===== src/rtl/dtmf_pkg.sv =====
package dtmf_pkg;
    localparam int DIV_W = 8;
    localparam int PH_W  = 5;

    typedef enum logic [1:0] {ST_IDLE, ST_BURST, ST_PAUSE} burst_st_t;

    typedef struct packed {
        logic [1:0] row;
        logic [1:0] col;
    } key_pos_t;

    function automatic key_pos_t decode_key(input logic [3:0] code);
        key_pos_t p;
        unique case (code)
            4'd1:  p = '{2'd0, 2'd0};
            4'd2:  p = '{2'd0, 2'd1};
            4'd3:  p = '{2'd0, 2'd2};
            4'd4:  p = '{2'd1, 2'd0};
            4'd5:  p = '{2'd1, 2'd1};
            4'd6:  p = '{2'd1, 2'd2};
            4'd7:  p = '{2'd2, 2'd0};
            4'd8:  p = '{2'd2, 2'd1};
            4'd9:  p = '{2'd2, 2'd2};
            4'd10: p = '{2'd3, 2'd1};
            4'd11: p = '{2'd3, 2'd0};
            4'd12: p = '{2'd3, 2'd2};
            4'd13: p = '{2'd0, 2'd3};
            4'd14: p = '{2'd1, 2'd3};
            4'd15: p = '{2'd2, 2'd3};
            default: p = '{2'd3, 2'd3};
        endcase
        return p;
    endfunction

    function automatic logic [DIV_W-1:0] row_div(input logic [1:0] i);
        unique case (i)
            2'd0: return 8'd160;
            2'd1: return 8'd146;
            2'd2: return 8'd132;
            default: return 8'd118;
        endcase
    endfunction

    function automatic logic [DIV_W-1:0] col_div(input logic [1:0] i);
        unique case (i)
            2'd0: return 8'd92;
            2'd1: return 8'd84;
            2'd2: return 8'd76;
            default: return 8'd68;
        endcase
    endfunction

    // quarter-wave magnitude, index 0..8
    function automatic logic [6:0] quarter_mag(input logic [3:0] i);
        unique case (i)
            4'd0: return 7'd0;
            4'd1: return 7'd25;
            4'd2: return 7'd49;
            4'd3: return 7'd71;
            4'd4: return 7'd90;
            4'd5: return 7'd106;
            4'd6: return 7'd117;
            4'd7: return 7'd125;
            default: return 7'd127;
        endcase
    endfunction

    function automatic logic signed [7:0] sine_lut(input logic [PH_W-1:0] ph);
        logic [3:0] off;
        logic [6:0] m;
        off = ph[3] ? (4'd8 - {1'b0, ph[2:0]}) : {1'b0, ph[2:0]};
        m   = quarter_mag(off);
        return ph[4] ? -$signed({1'b0, m}) : $signed({1'b0, m});
    endfunction
endpackage


===== src/rtl/dtmf_tone_chan.sv =====
module dtmf_tone_chan
    import dtmf_pkg::*;
#(
    parameter int DW = DIV_W
) (
    input  logic                 clk,
    input  logic                 rst_n,
    input  logic                 en,
    input  logic                 clr,
    input  logic [DW-1:0]        div,
    output logic signed [7:0]    sample
);
    logic [DW-1:0]   seg_cnt;
    logic [PH_W-1:0] phase;

    always_ff @(posedge clk or negedge rst_n) begin
        if (!rst_n) begin
            seg_cnt <= '0;
            phase   <= '0;
        end else if (clr || !en) begin
            seg_cnt <= '0;
            phase   <= '0;
        end else if (seg_cnt == div - 1'b1) begin
            seg_cnt <= '0;
            phase   <= phase + 1'b1;
        end else begin
            seg_cnt <= seg_cnt + 1'b1;
        end
    end

    assign sample = sine_lut(phase);


    phase_step_chk: assert property (@(posedge clk) disable iff (!rst_n)
        ($past(en) && $past(!clr) && phase != $past(phase)) |-> phase == $past(phase) + 1'b1);

    seg_range_chk: assert property (@(posedge clk) disable iff (!rst_n)
        (en && div != '0) |-> seg_cnt < div);
endmodule


===== src/rtl/dtmf_burst_seq.sv =====
module dtmf_burst_seq
    import dtmf_pkg::*;
#(
    parameter int BURST_CYC = 182557
) (
    input  logic clk,
    input  logic rst_n,
    input  logic wr_en,
    input  logic burst_mode,
    input  logic cp_mode,
    output logic tone_window,
    output logic tx_ready
);
    localparam int TMR_W = $clog2(2 * BURST_CYC + 1);
    localparam logic [TMR_W-1:0] LEN_STD = TMR_W'(BURST_CYC);
    localparam logic [TMR_W-1:0] LEN_EXT = TMR_W'(2 * BURST_CYC);

    burst_st_t state, nxt;
    logic [TMR_W-1:0] timer;
    logic [TMR_W-1:0] len;
    logic             last;

    assign len  = cp_mode ? LEN_EXT : LEN_STD;
    assign last = (timer == len - 1'b1);

    always_comb begin
        nxt = state;
        unique case (state)
            ST_IDLE:  if (burst_mode && wr_en) nxt = ST_BURST;
            ST_BURST: if (!burst_mode) nxt = ST_IDLE;
                      else if (wr_en) nxt = ST_BURST;
                      else if (last)  nxt = ST_PAUSE;
            ST_PAUSE: if (!burst_mode) nxt = ST_IDLE;
                      else if (wr_en) nxt = ST_BURST;
                      else if (last)  nxt = ST_IDLE;
            default:  nxt = ST_IDLE;
        endcase
    end

    always_ff @(posedge clk or negedge rst_n) begin
        if (!rst_n) state <= ST_IDLE;
        else        state <= nxt;
    end

    always_ff @(posedge clk or negedge rst_n) begin
        if (!rst_n) begin
            timer    <= '0;
            tx_ready <= 1'b0;
        end else begin
            if (wr_en || nxt != state || state == ST_IDLE) timer <= '0;
            else                                           timer <= timer + 1'b1;
            if (!burst_mode || wr_en)          tx_ready <= 1'b0;
            else if (state == ST_PAUSE && last) tx_ready <= 1'b1;
        end
    end

    assign tone_window = (state == ST_BURST);


    ready_after_pause_chk: assert property (@(posedge clk) disable iff (!rst_n)
        $rose(tx_ready) |-> $past(state == ST_PAUSE));

    ready_clear_chk: assert property (@(posedge clk) disable iff (!rst_n)
        (wr_en || !burst_mode) |=> !tx_ready);

    timer_bound_chk: assert property (@(posedge clk) disable iff (!rst_n)
        timer < LEN_EXT);
endmodule


===== src/rtl/dtmf_burst_gen.sv =====
module dtmf_burst_gen
    import dtmf_pkg::*;
#(
    parameter int BURST_CYC = 182557,
    parameter int ROW_GAIN  = 101,
    parameter int SAMP_W    = 9
) (
    input  logic                     clk,
    input  logic                     rst_n,
    input  logic                     wr_en,
    input  logic [3:0]               wr_code,
    input  logic                     tone_en,
    input  logic                     burst_mode,
    input  logic                     cp_mode,
    input  logic                     single_tone,
    input  logic                     col_sel,
    output logic signed [SAMP_W-1:0] pcm_out,
    output logic                     tx_ready
);
    localparam int PROD_W = 16;
    localparam logic signed [PROD_W-1:0] GAIN = PROD_W'(ROW_GAIN);

    logic [3:0]         code_q;
    key_pos_t           pos;
    logic               tone_window, active, row_en, col_en;
    logic signed [7:0]  row_s, col_s;
    logic signed [PROD_W-1:0] row_prod;
    logic signed [SAMP_W-1:0] row_part, col_part, mix;

    always_ff @(posedge clk or negedge rst_n) begin
        if (!rst_n)     code_q <= '0;
        else if (wr_en) code_q <= wr_code;
    end

    assign pos    = decode_key(code_q);
    assign active = tone_en && (burst_mode ? tone_window : 1'b1);
    assign row_en = active && !(single_tone && col_sel);
    assign col_en = active && !(single_tone && !col_sel);

    dtmf_burst_seq #(.BURST_CYC(BURST_CYC)) u_seq (
        .clk(clk), .rst_n(rst_n), .wr_en(wr_en), .burst_mode(burst_mode),
        .cp_mode(cp_mode), .tone_window(tone_window), .tx_ready(tx_ready));

    dtmf_tone_chan u_row (
        .clk(clk), .rst_n(rst_n), .en(row_en), .clr(wr_en),
        .div(row_div(pos.row)), .sample(row_s));

    dtmf_tone_chan u_col (
        .clk(clk), .rst_n(rst_n), .en(col_en), .clr(wr_en),
        .div(col_div(pos.col)), .sample(col_s));

    assign row_prod = $signed({{(PROD_W-8){row_s[7]}}, row_s}) * GAIN;
    assign row_part = row_en ? SAMP_W'(row_prod >>> 7) : '0;
    assign col_part = col_en ? {{(SAMP_W-8){col_s[7]}}, col_s} : '0;
    assign mix      = row_part + col_part;

    always_ff @(posedge clk or negedge rst_n) begin
        if (!rst_n)      pcm_out <= '0;
        else if (active) pcm_out <= mix;
        else             pcm_out <= '0;
    end


    idle_zero_chk: assert property (@(posedge clk) disable iff (!rst_n)
        !tone_en |=> pcm_out == '0);

    single_col_chk: assert property (@(posedge clk) disable iff (!rst_n)
        (single_tone && col_sel) |-> row_part == '0);
endmodule


===== config.mk =====
export PLATFORM = sky130hd
export DESIGN_NAME = dtmf_burst_gen
export DESIGN_NICKNAME = d
export VERILOG_FILES = /design/src/rtl/dtmf_pkg.sv /design/src/rtl/dtmf_tone_chan.sv /design/src/rtl/dtmf_burst_seq.sv /design/src/rtl/dtmf_burst_gen.sv
export SDC_FILE = /design/constraint.sdc
export NUM_CORES = 1
export LEC_CHECK = 0
export CAP_MARGIN = 20
export CELL_PAD_IN_SITES_DETAIL_PLACEMENT = 0
export CELL_PAD_IN_SITES_GLOBAL_PLACEMENT = 1
export CORE_MARGIN = 2
export CORE_UTILIZATION = 40
export DETAILED_ROUTE_END_ITERATION = 10
export GPL_ROUTABILITY_DRIVEN = 0
export PLACE_DENSITY_LB_ADDON = 0.1
export SLEW_MARGIN = 40
export SYNTH_ARGS = -nofsm -noshare
export SYNTH_HDL_FRONTEND = slang
export SYNTH_SLANG_ARGS = --single-unit
export TNS_END_PERCENT = 1

===== constraint.sdc =====
create_clock -name clk -period 6.5 [get_ports clk]
set_input_delay 1.3 -clock clk [delete_from_list [all_inputs] [get_ports clk]]
set_output_delay 1.3 -clock clk [all_outputs]
set_load 0.03 [all_outputs]

==> summary.md <==
| Metric | Value |
|---|---|
| Final setup fails | `0` |
| Final core utilization | `0.502` |
| Synth top area share | `0.285` |
| DRC viols | `0` |
| Post-synthesis mux area share | `0.0374` |
| DRT Pass-1 Iters | `6` |
| Overflow after GRT | `0` |
| DR WL/cell | `13.7 µm` |
| FP Rows | `42` |
| Max stage delay cell, worst path | `fa_1` |
| Pwr Density | `approximately 140 nW/µm²` |
| Initial antenna violation count | `0` |
| Via Count | `4157` |
| Minimum clock period | `6.38 ns` |
| Status | `complete, no violations` |
| Max FO, Critical Path | `6` |
| Commonest non-fill, non-tap cell in the layout | `nor2_1` |
| Sequential share of the synthesized area | `0.285` |
| Nets@finish | `~750` |
| Power Internal | `717 µW` |
| Pin count of the biggest net entering global routing | `between 60 and 70` |
| Fin. Hold Viols | `0` |
| Warnings, synthesis | `0` |
| Period utilization | `0.981` |
| Switching Power | `211 µW` |
| Synthesized area | `5360 µm²` |
| Fmax | `0.157 GHz` |
| Die ar. | `14300 µm²` |
| Top FF cell, synth | `dfrtp_1` |
| Critical Path Max Stage Delay | `between 0.5 and 0.6 ns` |
| Post-DP HPWL | `8.70 mm` |
| Post-synth cell types | `63` |
| Vias in the first global route | `4246` |
| Worst skew pair latency | `about 0.33 ns` |
| Crit-path leading delay family | `adder cells` |
| Mapped Cells | `602` |
| Syn avg cell area | `8.90 µm²` |
| Dpl cell area | `5960 µm²` |
| Final clock skew | `about 0.0052 ns` |
| CTS Buf Count | `9` |
| Fill cells | `~1300` |
| Async S/R FF share, synth | `1.00` |
| RSZ-0062 raised after global routing | `yes` |
| Post-Synth Simple-Gate Area | `0.214` |
| Non-filler cells, final | `838` |
| Core Footprint | `between 10000 and 15000 µm²` |
| Number of flops mapped to enable cells by yosys | `0` |
| CP Class | `reg2reg` |
| Mapped Nets | `694` |
| Leading cell types in the layout, fill and taps excluded | `88 x nor2_1, 61 x dfrtp_1, 59 x ha_1` |
| Crit path capture type | `flip-flop` |
| Leakage | `around 3.0 nW` |
| Post-layout instance area | `6590 µm²` |
| Worst-path clk slew | `0.05 ns` |
| Critical path launch point type | `flip-flop` |
| Initial DRC Count | `155` |
| CTS tree | `built` |
| Via density | `4.96` |
| Worst Path Buf+Inv | `4` |
| Worst Tran Pin Value | `0.757 ns` |
| Initial Util | `0.408` |
| Max Slew Vio Count | `0` |
| Chip width | `120 µm` |
| Synth area leader | `dfrtp_1` |
| Total Routing Usage GR | `0.169` |
| Ant. Diodes | `0` |
| Crit path DAT | `around 6.6 ns` |
| WL final | `11.5 mm` |
| Clk sinks | `61` |
| CP required | `6.70 ns` |
| Worst relative slew slack | `0.491` |
| Seq pwr share | `0.420` |
| Combinational family with the most area after synthesis | `simple AND/OR/NAND/NOR gates` |
| Area growth from synthesis to layout | `23.1%` |
| Num ports | `22` |
| Leading post-synthesis cells by cell area | `dfrtp_1 28%, ha_1 17%, xnor2_1 6.9%` |
| Hold_buf cts | `0` |
| Post-Synth Adder-Cell Area | `0.199` |
| Root Buffer | `clkbuf_16` |
| Min-Delay Path Class | `reg2reg` |
| Worst vdd rail ir drop | `0.000130 V` |
| Maximum root-to-sink buffer count | `2` |
| Clock power frac | `0.506` |
| Post-synthesis xor/xnor area fraction | `0.133` |
| Dpl cells | `811` |
| Max-cap violations | `0` |
| Die height | `120 µm` |
| Depth of the CTS H-tree | `3` |
| Port buffer count | `21` |
| Post-DRT Antenna Nets | `0` |
| Sw Share | `0.228` |
| Comb pwr share | `0.074` |
| Layout cell share with drive strength beyond 1 | `0.172` |
| Complex-gate fraction of the synthesized area | `0.0862` |
| First-pass GRT wire length | `19.6 mm` |
| Synthesized flop and latch total | `61` |
## repair_timing
item	4_1_cts	5_1_grt
endpoints found under the setup margin	1	4
hold endpoints to repair	0	0
resized for setup	12	31
pin swaps	6	29
setup buffers	3	8
## stage by stage
| stage | TNS (ns) | hold slack, ns | power, mW | setup WS, ns |
|---|---|---|---|---|
| 5_1_grt | -0.412 | 0.524 | 0.970 | -0.233 |
| 3_3_place_gp | 0 | 0.478 | 0.462 | 0.0121 |
| 6_report | 0 | 0.483 | 0.928 | 0.121 |
| 3_5_place_dp | -0.0694 | 0.486 | 0.464 | -0.0694 |
| 4_1_cts | 0 | 0.493 | 0.943 | 0.00462 |
| 2_1_floorplan | 0 | 0.454 | 0.437 | 0.0411 |
## sequential cells by signal (all words and copies together) (netlist names), 2 cells and up
register,cells
code_q,4
u_col.seg_cnt,8
u_seq.state,2
u_seq.timer,19
u_col.phase,5
u_row.phase,5
pcm_out,9
u_row.seg_cnt,8
## final timing paths
kind / end / slack, ns / cells after the start / start
max reg2reg: pcm_out[7] / 0.12 / 33 / u_row.phase[0]
max: pcm_out[7] / 0.12 / 33 / u_row.phase[0]
min in group asynchronous: u_seq.timer[6] / 1.04 / 2 / rst_n
min reg2reg: u_col.seg_cnt[0] / 0.48 / 1 / u_col.seg_cnt[0]
max in group asynchronous: u_col.seg_cnt[4] / 5.06 / 2 / rst_n
min: u_col.seg_cnt[0] / 0.48 / 1 / u_col.seg_cnt[0]
## kinds of logic (layout without fill, tap and decap cells)
logic type	count (synthesis)	count (layout)
DFF	61	61
buffers and inverters	60	120
muxes	18	18
xor gates and xnor gates	79	79
adders and majority gates	80	80
and+or+nand+nor	231	231
AOI/OAI and AO/OA	73	73
## layout make-up
type                            count  area (µm²)  area share
Inverter                           46         173      0.0262
Multi-Input combinational cell    481        3890       0.590
Sequential cell                    61        1530       0.232
Timing Repair Buffer               58         487      0.0738
Tap cell                          176         220      0.0334
Clock inverter                      4        47.5     0.00721
Clock buffer                       12         246      0.0374
## cells in the mapped netlist (10+ instances only)
cell type and n:
xnor2_1 42, nor2_1 88, dfrtp_1 61, and3_1 10, inv_1 45, o21ai_0 15, nand3_1 27, nand2_1 39
a21oi_1 25, xor2_1 36, ha_1 71, mux2i_1 13
## worst reg2reg max path: cells and delay by family (launching register included)
family	cells	cell delay, ns
buffers and inverters	4	0.56
xor gates and xnor gates	4	0.69
DFF	1	0.39
and+or+nand+nor	9	1.27
AOI/OAI and AO/OA	10	1.57
adders and majority gates	6	1.77
## power by group through the flow
stage / sequential [mW] / clock [mW] / combinational, mW
5_1_grt: 0.391 / 0.501 / 0.0788
3_3_place_gp: 0.396 / 0 / 0.0662
3_5_place_dp: 0.396 / 0 / 0.0678
2_1_floorplan: 0.393 / 0 / 0.0441
6_report: 0.390 / 0.469 / 0.0683
4_1_cts: 0.390 / 0.485 / 0.0686
## routing by layer
metal | vias to the layer above | wire length (µm) | track usage
met4 | 0 | 199 | 0.0610
li1 | 2151 | - | -
met3 | 14 | 158 | 0.0238
met5 | - | 0 | 0
met2 | 30 | 5580 | 0.284
met1 | 1962 | 5530 | 0.222
Note: power is estimated with default switching activity, not from simulation.
